<file path="config.mk">
export PLATFORM = sky130hd
export DESIGN_NAME = irq_halt_ctrl
export DESIGN_NICKNAME = d
export VERILOG_FILES = /design/src/rtl/irq_halt_pkg.sv /design/src/rtl/irq_status_bank.sv /design/src/rtl/irq_fifo_strobe.sv /design/src/rtl/irq_halt_fsm.sv /design/src/rtl/irq_halt_ctrl.sv
export SDC_FILE = /design/constraint.sdc
export NUM_CORES = 1
export LEC_CHECK = 0
export CAP_MARGIN = 20
export CORE_MARGIN = 2
export CORE_UTILIZATION = 50
export CTS_CLUSTER_DIAMETER = 150
export DETAILED_ROUTE_END_ITERATION = 6
export HOLD_SLACK_MARGIN = 0.03
export PLACE_DENSITY_LB_ADDON = 0.12
export SLEW_MARGIN = 15
export SYNTH_ARGS = -nofsm -noshare
export SYNTH_HDL_FRONTEND = slang
export SYNTH_SLANG_ARGS = --single-unit
</file>
<file path="constraint.sdc">
create_clock -name clk -period 6.05 [get_ports clk]
set_clock_uncertainty 0.1 [all_clocks]
set_input_delay 1.815 -clock clk [delete_from_list [all_inputs] [get_ports clk]]
set_output_delay 1.815 -clock clk [all_outputs]
set_load 0.02 [all_outputs]
</file>
<file path="src/rtl/irq_halt_pkg.sv">
`timescale 1ns/1ps
package irq_halt_pkg;
    localparam int unsigned ADR_DMA_STAT  = 0;
    localparam int unsigned ADR_DMA_EN    = 1;
    localparam int unsigned ADR_SCSI_STAT = 2;
    localparam int unsigned ADR_SCSI_EN   = 3;
    localparam int unsigned ADR_CTRL      = 4;
    localparam int unsigned ADR_FIFO_CTRL = 5;

    localparam int unsigned PIN_MASK_BIT  = 1;
    // FIFO control: bit1 clear SCSI, bit2 clear DMA, bit3 flush DMA
    localparam int unsigned FIFO_FIRST_BIT = 1;
    localparam int unsigned FIFO_NUM_STB   = 3;

    typedef enum logic {
        ST_RUN  = 1'b0,
        ST_HALT = 1'b1
    } halt_state_e;
endpackage

</file>
<file path="src/rtl/irq_status_bank.sv">
`timescale 1ns/1ps
module irq_status_bank #(
    parameter int unsigned WIDTH = 8
) (
    input  logic             clk,
    input  logic             rst_n,
    input  logic [WIDTH-1:0] evt,
    input  logic             rd_clr,
    output logic [WIDTH-1:0] stat
);
    logic [WIDTH-1:0] stat_q;

    // A new event in the clearing cycle survives the clear.
    always_ff @(posedge clk or negedge rst_n) begin
        if (!rst_n) stat_q <= '0;
        else        stat_q <= (rd_clr ? '0 : stat_q) | evt;
    end

    assign stat = stat_q;
endmodule

</file>
<file path="src/rtl/irq_fifo_strobe.sv">
`timescale 1ns/1ps
module irq_fifo_strobe #(
    parameter int unsigned NUM_STB = 3
) (
    input  logic               clk,
    input  logic               rst_n,
    input  logic               wr_hit,
    input  logic [NUM_STB-1:0] wbits,
    output logic [NUM_STB-1:0] strobe
);
    for (genvar i = 0; i < NUM_STB; i++) begin : g_stb
        logic stb_q;
        always_ff @(posedge clk or negedge rst_n) begin
            if (!rst_n) stb_q <= 1'b0;
            else        stb_q <= wr_hit & wbits[i];
        end
        assign strobe[i] = stb_q;
    end
endmodule

</file>
<file path="src/rtl/irq_halt_fsm.sv">
`timescale 1ns/1ps
module irq_halt_fsm
    import irq_halt_pkg::*;
(
    input  logic clk,
    input  logic rst_n,
    input  logic fatal,
    output logic halt_req
);
    halt_state_e state_q, state_d;

    always_ff @(posedge clk or negedge rst_n) begin
        if (!rst_n) state_q <= ST_RUN;
        else        state_q <= state_d;
    end

    always_comb begin
        state_d = state_q;
        unique case (state_q)
            ST_RUN:  if (fatal)  state_d = ST_HALT;   // fatal seen
            ST_HALT: if (!fatal) state_d = ST_RUN;    // all clear
            default: state_d = ST_RUN;
        endcase
    end

    always_comb begin
        unique case (state_q)
            ST_HALT: halt_req = 1'b1;
            default: halt_req = 1'b0;
        endcase
    end
endmodule

</file>
<file path="src/rtl/irq_halt_ctrl.sv">
`timescale 1ns/1ps
module irq_halt_ctrl
    import irq_halt_pkg::*;
#(
    parameter int unsigned DATA_W = 8,
    parameter int unsigned SCSI_W = 8,
    parameter int unsigned ADDR_W = 3
) (
    input  logic                   clk,
    input  logic                   rst_n,
    input  logic                   reg_wr,
    input  logic                   reg_rd,
    input  logic [ADDR_W-1:0]      reg_addr,
    input  logic [DATA_W-1:0]      reg_wdata,
    output logic [DATA_W-1:0]      reg_rdata,
    input  logic [DATA_W-2:0]      dma_evt,
    input  logic [SCSI_W-1:0]      scsi_evt,
    input  logic                   dma_fifo_empty,
    output logic                   irq_n,
    output logic                   halt_req,
    output logic                   clr_dma_fifo,
    output logic                   clr_scsi_fifo,
    output logic                   flush_dma_fifo
);
    localparam int unsigned DMA_W = DATA_W - 1;

    logic [DMA_W-1:0]        dma_stat, dma_en;
    logic [SCSI_W-1:0]       scsi_stat, scsi_en;
    logic                    pin_mask;
    logic [FIFO_NUM_STB-1:0] fifo_stb;
    logic                    rd_dma, rd_scsi, wr_fifo;
    logic                    dma_pend, scsi_pend, fatal;

    assign rd_dma  = reg_rd && (reg_addr == ADDR_W'(ADR_DMA_STAT));
    assign rd_scsi = reg_rd && (reg_addr == ADDR_W'(ADR_SCSI_STAT));
    assign wr_fifo = reg_wr && (reg_addr == ADDR_W'(ADR_FIFO_CTRL));

    irq_status_bank #(.WIDTH(DMA_W)) u_dma_bank (
        .clk(clk), .rst_n(rst_n), .evt(dma_evt), .rd_clr(rd_dma), .stat(dma_stat)
    );

    irq_status_bank #(.WIDTH(SCSI_W)) u_scsi_bank (
        .clk(clk), .rst_n(rst_n), .evt(scsi_evt), .rd_clr(rd_scsi), .stat(scsi_stat)
    );

    always_ff @(posedge clk or negedge rst_n) begin
        if (!rst_n) begin
            dma_en   <= '0;
            scsi_en  <= '0;
            pin_mask <= 1'b0;
        end else if (reg_wr) begin
            if (reg_addr == ADDR_W'(ADR_DMA_EN))  dma_en   <= reg_wdata[DMA_W-1:0];
            if (reg_addr == ADDR_W'(ADR_SCSI_EN)) scsi_en  <= reg_wdata[SCSI_W-1:0];
            if (reg_addr == ADDR_W'(ADR_CTRL))    pin_mask <= reg_wdata[PIN_MASK_BIT];
        end
    end

    irq_fifo_strobe #(.NUM_STB(FIFO_NUM_STB)) u_fifo_stb (
        .clk(clk), .rst_n(rst_n), .wr_hit(wr_fifo),
        .wbits(reg_wdata[FIFO_FIRST_BIT +: FIFO_NUM_STB]), .strobe(fifo_stb)
    );

    assign clr_scsi_fifo  = fifo_stb[0];
    assign clr_dma_fifo   = fifo_stb[1];
    assign flush_dma_fifo = fifo_stb[2];

    // Pin: enabled conditions only. Halt: every DMA bit, enabled SCSI bits.
    assign dma_pend  = |(dma_stat & dma_en);
    assign scsi_pend = |(scsi_stat & scsi_en);
    assign fatal     = (|dma_stat) | scsi_pend;
    assign irq_n     = ~((dma_pend | scsi_pend) & ~pin_mask);

    irq_halt_fsm u_fsm (
        .clk(clk), .rst_n(rst_n), .fatal(fatal), .halt_req(halt_req)
    );

    always_comb begin
        reg_rdata = '0;
        unique case (reg_addr)
            ADDR_W'(ADR_DMA_STAT):  reg_rdata = {dma_fifo_empty, dma_stat};
            ADDR_W'(ADR_DMA_EN):    reg_rdata = {1'b0, dma_en};
            ADDR_W'(ADR_SCSI_STAT): reg_rdata = DATA_W'(scsi_stat);
            ADDR_W'(ADR_SCSI_EN):   reg_rdata = DATA_W'(scsi_en);
            ADDR_W'(ADR_CTRL):      reg_rdata[PIN_MASK_BIT] = pin_mask;
            ADDR_W'(ADR_FIFO_CTRL): reg_rdata[FIFO_FIRST_BIT +: FIFO_NUM_STB] = fifo_stb;
            default:                reg_rdata = '0;
        endcase
    end
endmodule

</file>
==> key figures, run 1 <==
Clock tree
  – H-tree depth: 2
  – Root buf cell: clkbuf_4
  – CTS tree: done
  – Reg clk slew, reported paths: 0.10 ns
  – Clock Latency Late Sink: 0.33 ns
  – Post-CTS resize count: 0
  – Post-CTS Hold Fix Bufs: 0
  – CTS Buffer Depth: 2
  – Total CTS buffers: 5
  – Sink Count: 35
  – Post-CTS Setup Bufs: 0

Setup path
  – Critical path's slowest cell: clkdlybuf4s50_1
  – Setup crit start kind: primary input
  – Max FO, Critical Path: 7
  – Critical path's most frequent cell: clkdlybuf4s50_1
  – CP bufs+invs: 2
  – Worst path required time: 4.14 ns
  – Setup slack, reg-to-reg: 4.85 ns
  – Reg2reg end: u_fsm.state_q$_DFF_PN0_
  – Arrival @ worst endpoint: 3.82 ns
  – Reg2Reg Launch Point: scsi_en[2]$_DFFE_PN0P_
  – Crit-path cells: clkdlybuf4s50_1 > mux4_1 > nor2b_1 > clkdlybuf4s50_1
  – Kind of end point of the critical path: primary output
  – Worst Reg2Reg Path Length in Cells: 3
  – CP delay by family, top: buffers and inverters
  – Largest stage delay, worst path: 0.69 ns
  – Critical path class: primary input to primary output

STA
  – Max Transition Viols Final: 0
  – Minimum clock period: 5.73 ns
  – Worst-margin pin slew: 0.531 ns
  – Fin worst setup slack: 0.316 ns
  – RSZ-0062 raised after global routing: false
  – # setup viols final: 0
  – Max Fclk: 0.174 GHz
  – Setup TNS Final: 0 ns
  – Rel. slew slack: 64.5%
  – Worst hold slack: 0.418 ns
  – Final Cycle Share: 94.8%
  – Final hold vios: 0

Flow run
  – Max Cap Viol: 0

Drt
  – Initial DRC count: 66
  – Final ANT Viol Nets: 0
  – DR DRC count: 0
  – First drt pass iteration count: 4
  – Post-DR vias/cell: 5.66
  – Routed len/inst: 17.9 um
  – Final WL: 3.93 mm
  – Vias: 1246

Synth
  – Yosys top cell area share: 50.5%
  – Mapped Cells: 126
  – Area leader, netlist: dfrtp_1
  – Mean post-synth cell area: 13.8 sq um
  – Seq/Total Area, Yosys: 50.5%
  – YS warnings: 0
  – EDFF count, synth: 0
  – Netlist cell types: 32
  – Top_reg_cell synth: dfrtp_1
  – Asr flop ratio synth: 100%
  – Syn nets: 157
  – Synth area leaders: dfrtp_1 (51%), mux2_2 (7.8%), a21o_1 (6.5%)
  – FF+latch count, synth: 35
  – Post-Syn Area: 1730 sq um

GRT
  – First-pass GRT wire length: 6.83 mm
  – Largest net degree at the start of global routing: 36
  – Total grt overflow: 0
  – Number of global-route vias before repair: 1322
  – Initial antenna violation count: 0
  – GRT Overall Usage: 22.9%

Floorplanning
  – Die area: 3950 sq um
  – Cell row count: 21
  – Ports: 44
  – Core area: 3340 sq um
  – Die X: 62.9 um
  – Die H: 62.9 um
  – Starting Density: 51.9%

Placement
  – Placed inst area: 2190 sq um
  – Placer congestion estimate: 0.819
  – Pre-CTS setup slack: 0.289 ns
  – Port bufs: 43
  – DPL Wire Length: 2.92 mm

Final layout
  – Share of cells above drive strength 1: 19.0%
  – Antenna diode count: 0
  – Most frequent cells in the layout: clkdlybuf4s50_1 (43), dfrtp_1 (35), a21o_1 (15)
  – Filler cells: 278
  – Final Cell Area: 2240 sq um
  – Commonest non-fill, non-tap cell in the layout: clkdlybuf4s50_1
  – Nets: 204
  – Synthesis-to-finish area growth: 29.5%
  – Register area: 876 sq um
  – Area of the multi-input gates: 801 sq um

Power and ir drop
  – Pwr/cell area: 237 nW/um^2
  – P_leak: 0.000902 uW
  – Maximum vdd drop: 0.000173 V

Min path
  – Hold Path End: u_scsi_bank.stat[7]$_DFF_PN0_
  – HP Class: flop to flop
  – Hold Crit Start: u_scsi_bank.stat[7]$_DFF_PN0_
  – Hold depth: 1

Run status
  – Status: completed
## synthesized netlist by cell type (all sizes together), types with 2 or more instances
cell type  number
nand3           3
dfrtp          35
nor2b           5
nor2            3
o21a            2
mux2           19
nand3b          4
and3            2
mux4            4
a22oi           8
mux2i           3
buf             7
o21ai           2
and2            3
a21o           15
## where the power goes
part           switching, uW  internal [uW]
combinational           49.1           80.4
clock                   72.8           45.3
sequential              23.5            261
total                    145            387
## cell type report
type	count	area share, %
flip-flops and latches	35	39.0
well taps	46	2.56
clock inverters	1	0.223
clock buffers	7	2.01
repair buffers	47	20.5
multi-input cells	84	35.7
## stage by stage
step | instances | utilization (%) | power, uW
2_1_floorplan | 126 | - | 360
4_1_cts | 220 | 67.3 | 537
6_report | 220 | 67.3 | 532
5_1_grt | 220 | 67.3 | 562
3_3_place_gp | 212 | 65.8 | 415
3_5_place_dp | 212 | 65.8 | 419
## worst reg2reg max path: stages, from the launching register on
cell	delay, ns
dfrtp_1	0.43
a22oi_1	0.19
and4_1	0.27
nand3_1	0.08
## sequential cells by signal, summed over array words and instances (netlist names)
name / flops
pin_mask: 1
u_fifo_stb.g_stb.stb_q: 3
scsi_en: 8
u_fsm.state_q: 1
dma_en: 7
u_dma_bank.stat: 7
u_scsi_bank.stat: 8
## metal layers
metal	vias to the layer above	track usage (%)	part of all wire [%]
met5	-	0	0
met3	8	5.41	5.1
li1	579	-	-
met2	33	35.1	49
met1	626	31.7	44
met4	0	8.33	1.6
## worst max path at each step
| stage | start | to | depth (start not counted) | slack, ns |
|---|---|---|---|---|
| after detailed placement | reg_addr[0] | reg_rdata[5] | 4 | 0.29 |
| after global routing | reg_addr[0] | reg_rdata[3] | 6 | 0.23 |
| final | reg_addr[0] | reg_rdata[5] | 4 | 0.32 |
| after global placement | reg_addr[0] | reg_rdata[4] | 4 | 0.36 |
| after floorplan | reg_addr[0] | reg_rdata[3] | 5 | 1.41 |
| after CTS | reg_addr[0] | reg_rdata[5] | 4 | 0.28 |
## cells by family after synthesis
group / share of synthesized area, %
multiplexers: 21.4
AO/OA/AOI/OAI: 13.9
AND/OR/NAND/NOR: 10.8
buffers and inverters: 3.25
flip-flops: 50.5
Note: power is estimated with default switching activity, not from simulation.
==> run 2, diff against run 1 <==
--- a/config.mk
+++ b/config.mk
@@ -5,13 +5,15 @@
 export SDC_FILE = /design/constraint.sdc
 export NUM_CORES = 1
 export LEC_CHECK = 0
+export ABC_AREA = 1
 export CAP_MARGIN = 20
 export CORE_MARGIN = 2
-export CORE_UTILIZATION = 50
+export CORE_UTILIZATION = 35
 export CTS_CLUSTER_DIAMETER = 150
 export DETAILED_ROUTE_END_ITERATION = 6
 export HOLD_SLACK_MARGIN = 0.03
 export PLACE_DENSITY_LB_ADDON = 0.12
+export SKIP_CTS_REPAIR_TIMING = 1
 export SLEW_MARGIN = 15
 export SYNTH_ARGS = -nofsm -noshare
 export SYNTH_HDL_FRONTEND = slang
==> run 2 against run 1 <==
Sequential cell count unchanged. Largest power group unchanged. Die area is 44% higher. Worst setup slack gained 0.034 ns. Via count is 19% higher.
==> key figures, run 2 <==
Floorplanning
  – Ports: 44 (unchanged)
  – Die H: 75.4 um (+20%)
  – Cell row count: 25 (+19%)
  – Core area: 4820 sq um (+44%)
  – Starting Density: 37.0% (-15 points)
  – Die area: 5680 sq um (+44%)
  – Die X: 75.4 um (+20%)

Min path
  – Hold Path End: dma_en[4]$_DFFE_PN0P_
  – Hold Crit Start: dma_en[4]$_DFFE_PN0P_
  – Hold depth: 2 (+1)
  – HP Class: flop to flop

Setup path
  – Critical path class: primary input to primary output
  – Max FO, Critical Path: 7 (unchanged)
  – Critical path's most frequent cell: clkdlybuf4s50_1
  – Arrival @ worst endpoint: 3.78 ns (-0.04 ns)
  – Setup slack, reg-to-reg: 4.97 ns (+0.12 ns)
  – Largest stage delay, worst path: 0.60 ns (-0.09 ns)
  – Reg2Reg Launch Point: u_dma_bank.stat[5]$_DFF_PN0_
  – Setup crit start kind: primary input
  – Worst Reg2Reg Path Length in Cells: 4 (+1)
  – Reg2reg end: u_fsm.state_q$_DFF_PN0_
  – Worst path required time: 4.14 ns (about the same)
  – Kind of end point of the critical path: primary output
  – Crit-path cells: clkdlybuf4s50_1 > inv_1 > nand3_1 > o21ai_0 > nor2_1 > nand2_1 > clkdlybuf4s50_1
  – Critical path's slowest cell: clkdlybuf4s50_1

STA
  – Final Cycle Share: 94.2% (-0.57 points)
  – # setup viols final: 0 (unchanged)
  – Minimum clock period: 5.70 ns (-0.0345 ns)
  – Worst hold slack: 0.416 ns (-0.00234 ns)
  – Rel. slew slack: 68.8% (+4.2 points)
  – Max Transition Viols Final: 0 (unchanged)
  – Worst-margin pin slew: 0.467 ns (-0.0636 ns)
  – Setup TNS Final: 0 ns (unchanged)
  – Max Fclk: 0.175 GHz (+0.60%)
  – Final hold vios: 0 (unchanged)
  – RSZ-0062 raised after global routing: false

Drt
  – Final ANT Viol Nets: 0 (unchanged)
  – Initial DRC count: 82 (+24%)
  – Post-DR vias/cell: 4.47 (-21%)
  – Vias: 1488 (+19%)
  – Routed len/inst: 12.3 um (-31%)
  – DR DRC count: 0 (unchanged)
  – First drt pass iteration count: 4 (unchanged)
  – Final WL: 4.10 mm (+4.4%)

GRT
  – Initial antenna violation count: 0 (unchanged)
  – Total grt overflow: 0 (unchanged)
  – Number of global-route vias before repair: 1411 (+6.7%)
  – GRT Overall Usage: 16.4% (-6.5 points)
  – First-pass GRT wire length: 6.81 mm (-0.31%)
  – Largest net degree at the start of global routing: 36 (unchanged)

Synth
  – Top cells by count, synth: nand2_1 (73), dfrtp_1 (35), inv_1 (32)
  – Area leader, netlist: dfrtp_1
  – YS warnings: 0 (unchanged)
  – Top_reg_cell synth: dfrtp_1
  – Post-Syn Area: 1780 sq um (+2.8%)
  – Yosys top cell area share: 49.2% (-1.4 points)
  – FF+latch count, synth: 35 (unchanged)
  – EDFF count, synth: 0 (unchanged)
  – Syn nets: 248 (+58%)
  – Synth area leaders: dfrtp_1 (49%), nand2_1 (15%), inv_1 (6.7%)
  – Mapped Cells: 217 (+72%)
  – Most frequent cell after synthesis: nand2_1
  – Netlist cell types: 19 (-41%)
  – Asr flop ratio synth: 100% (unchanged)
  – Seq/Total Area, Yosys: 49.2% (-1.4 points)
  – Mean post-synth cell area: 8.21 sq um (-40%)

Power and ir drop
  – Maximum vdd drop: 0.000207 V (+20%)
  – Pwr/cell area: 247 nW/um^2 (+4.4%)
  – P_leak: 0.00123 uW (+37%)
  – Pwr Total: 586 uW (+10%)

Clock tree
  – CTS Buffer Depth: 2 (unchanged)
  – H-tree depth: 2 (unchanged)
  – CTS tree: done
  – Root buf cell: clkbuf_8
  – Sink Count: 35 (unchanged)
  – Clock Latency Late Sink: 0.28 ns (-0.05 ns)
  – Total CTS buffers: 5 (unchanged)
  – Reg clk slew, reported paths: 0.07 ns (-0.03 ns)

Final layout
  – Synthesis-to-finish area growth: 33.0%
  – Most frequent cells in the layout: nand2_1 (73), clkdlybuf4s50_1 (43), dfrtp_1 (35)
  – Antenna diode count: 0 (unchanged)
  – Nets: 296 (+45%)
  – Final Non-Filler Cells: 333 (+51%)
  – Share of cells above drive strength 1: 10.9% (-8.1 points)
  – Commonest non-fill, non-tap cell in the layout: nand2_1

Flow run
  – Max Cap Viol: 0 (unchanged)

Placement
  – Placer congestion estimate: 0.857 (+4.7%)
  – Port bufs: 43 (unchanged)
  – DPL Wire Length: 3.23 mm (+11%)
  – Cells after DPL: 325 (+53%)

Run status
  – Status: completed
-- run 2: through the flow --
step,setup slack [ns],utilization (%),instance area (sq um)
2_1_floorplan,1.52,-,1780
3_3_place_gp,0.376,47.1,2270
3_5_place_dp,0.330,47.1,2270
4_1_cts,0.328,49.2,2370
5_1_grt,0.179,49.2,2370
6_report,0.351,49.2,2370
-- run 2: cell families (layout without fill, tap and decap cells) --
| logic type | count (synthesis) | count (layout) | synth area share (%) |
|---|---|---|---|
| buffers and inverters | 35 | 84 | 8.64 |
| AND/OR/NAND/NOR | 112 | 112 | 27.4 |
| AO/OA/AOI/OAI | 35 | 35 | 14.8 |
| flip-flops | 35 | 35 | 49.2 |
-- run 2: metal layers --
layer / vias up / share of wire [%] / track usage (%)
met3: 5 / 4.6 / 3.97
met4: 0 / 1.1 / 4.68
met2: 33 / 43 / 24.3
met5: - / 0 / 0
li1: 776 / - / -
met1: 674 / 51 / 24.1
-- run 2: cell type report --
type                       count  area, sq um
sequential                    35          876
inverter                      32          120
fill                         499         2450
multi-input combinational    147          752
tap                           67         83.8
clock buffer                   8          100
timing repair buffer          44          438
-- run 2: report_power, final --
| part | switching, uW | internal, uW |
|---|---|---|
| sequential | 20.4 | 258 |
| combinational | 63.8 | 60.0 |
| clock | 80.5 | 104 |
| total | 165 | 422 |
-- run 2: how the worst max path moves through the flow --
| stage | startpoint | cells past startpoint | end |
|---|---|---|---|
| after floorplan | reg_addr[2] | 4 | reg_rdata[7] |
| after global placement | reg_addr[2] | 7 | reg_rdata[1] |
| after detailed placement | reg_addr[2] | 7 | reg_rdata[1] |
| after CTS | reg_addr[2] | 7 | reg_rdata[1] |
| after global routing | reg_addr[2] | 7 | reg_rdata[1] |
| final | reg_addr[2] | 7 | reg_rdata[1] |
-- run 2: critical path: cells and delay by family --
family                 cells  cell delay (ns)
AOI/OAI and AO/OA          1             0.23
buffers and inverters      3             1.39
and+or+nand+nor            3             0.36
==> run 3, diff against run 2 <==
--- a/config.mk
+++ b/config.mk
@@ -9,7 +9,7 @@
 export CAP_MARGIN = 20
 export CORE_MARGIN = 2
 export CORE_UTILIZATION = 35
-export CTS_CLUSTER_DIAMETER = 150
+export CTS_CLUSTER_DIAMETER = 40
 export DETAILED_ROUTE_END_ITERATION = 6
 export HOLD_SLACK_MARGIN = 0.03
 export PLACE_DENSITY_LB_ADDON = 0.12
==> results of run 3 <==
The final DEF is identical to that of run 2; final timing and power are the same.
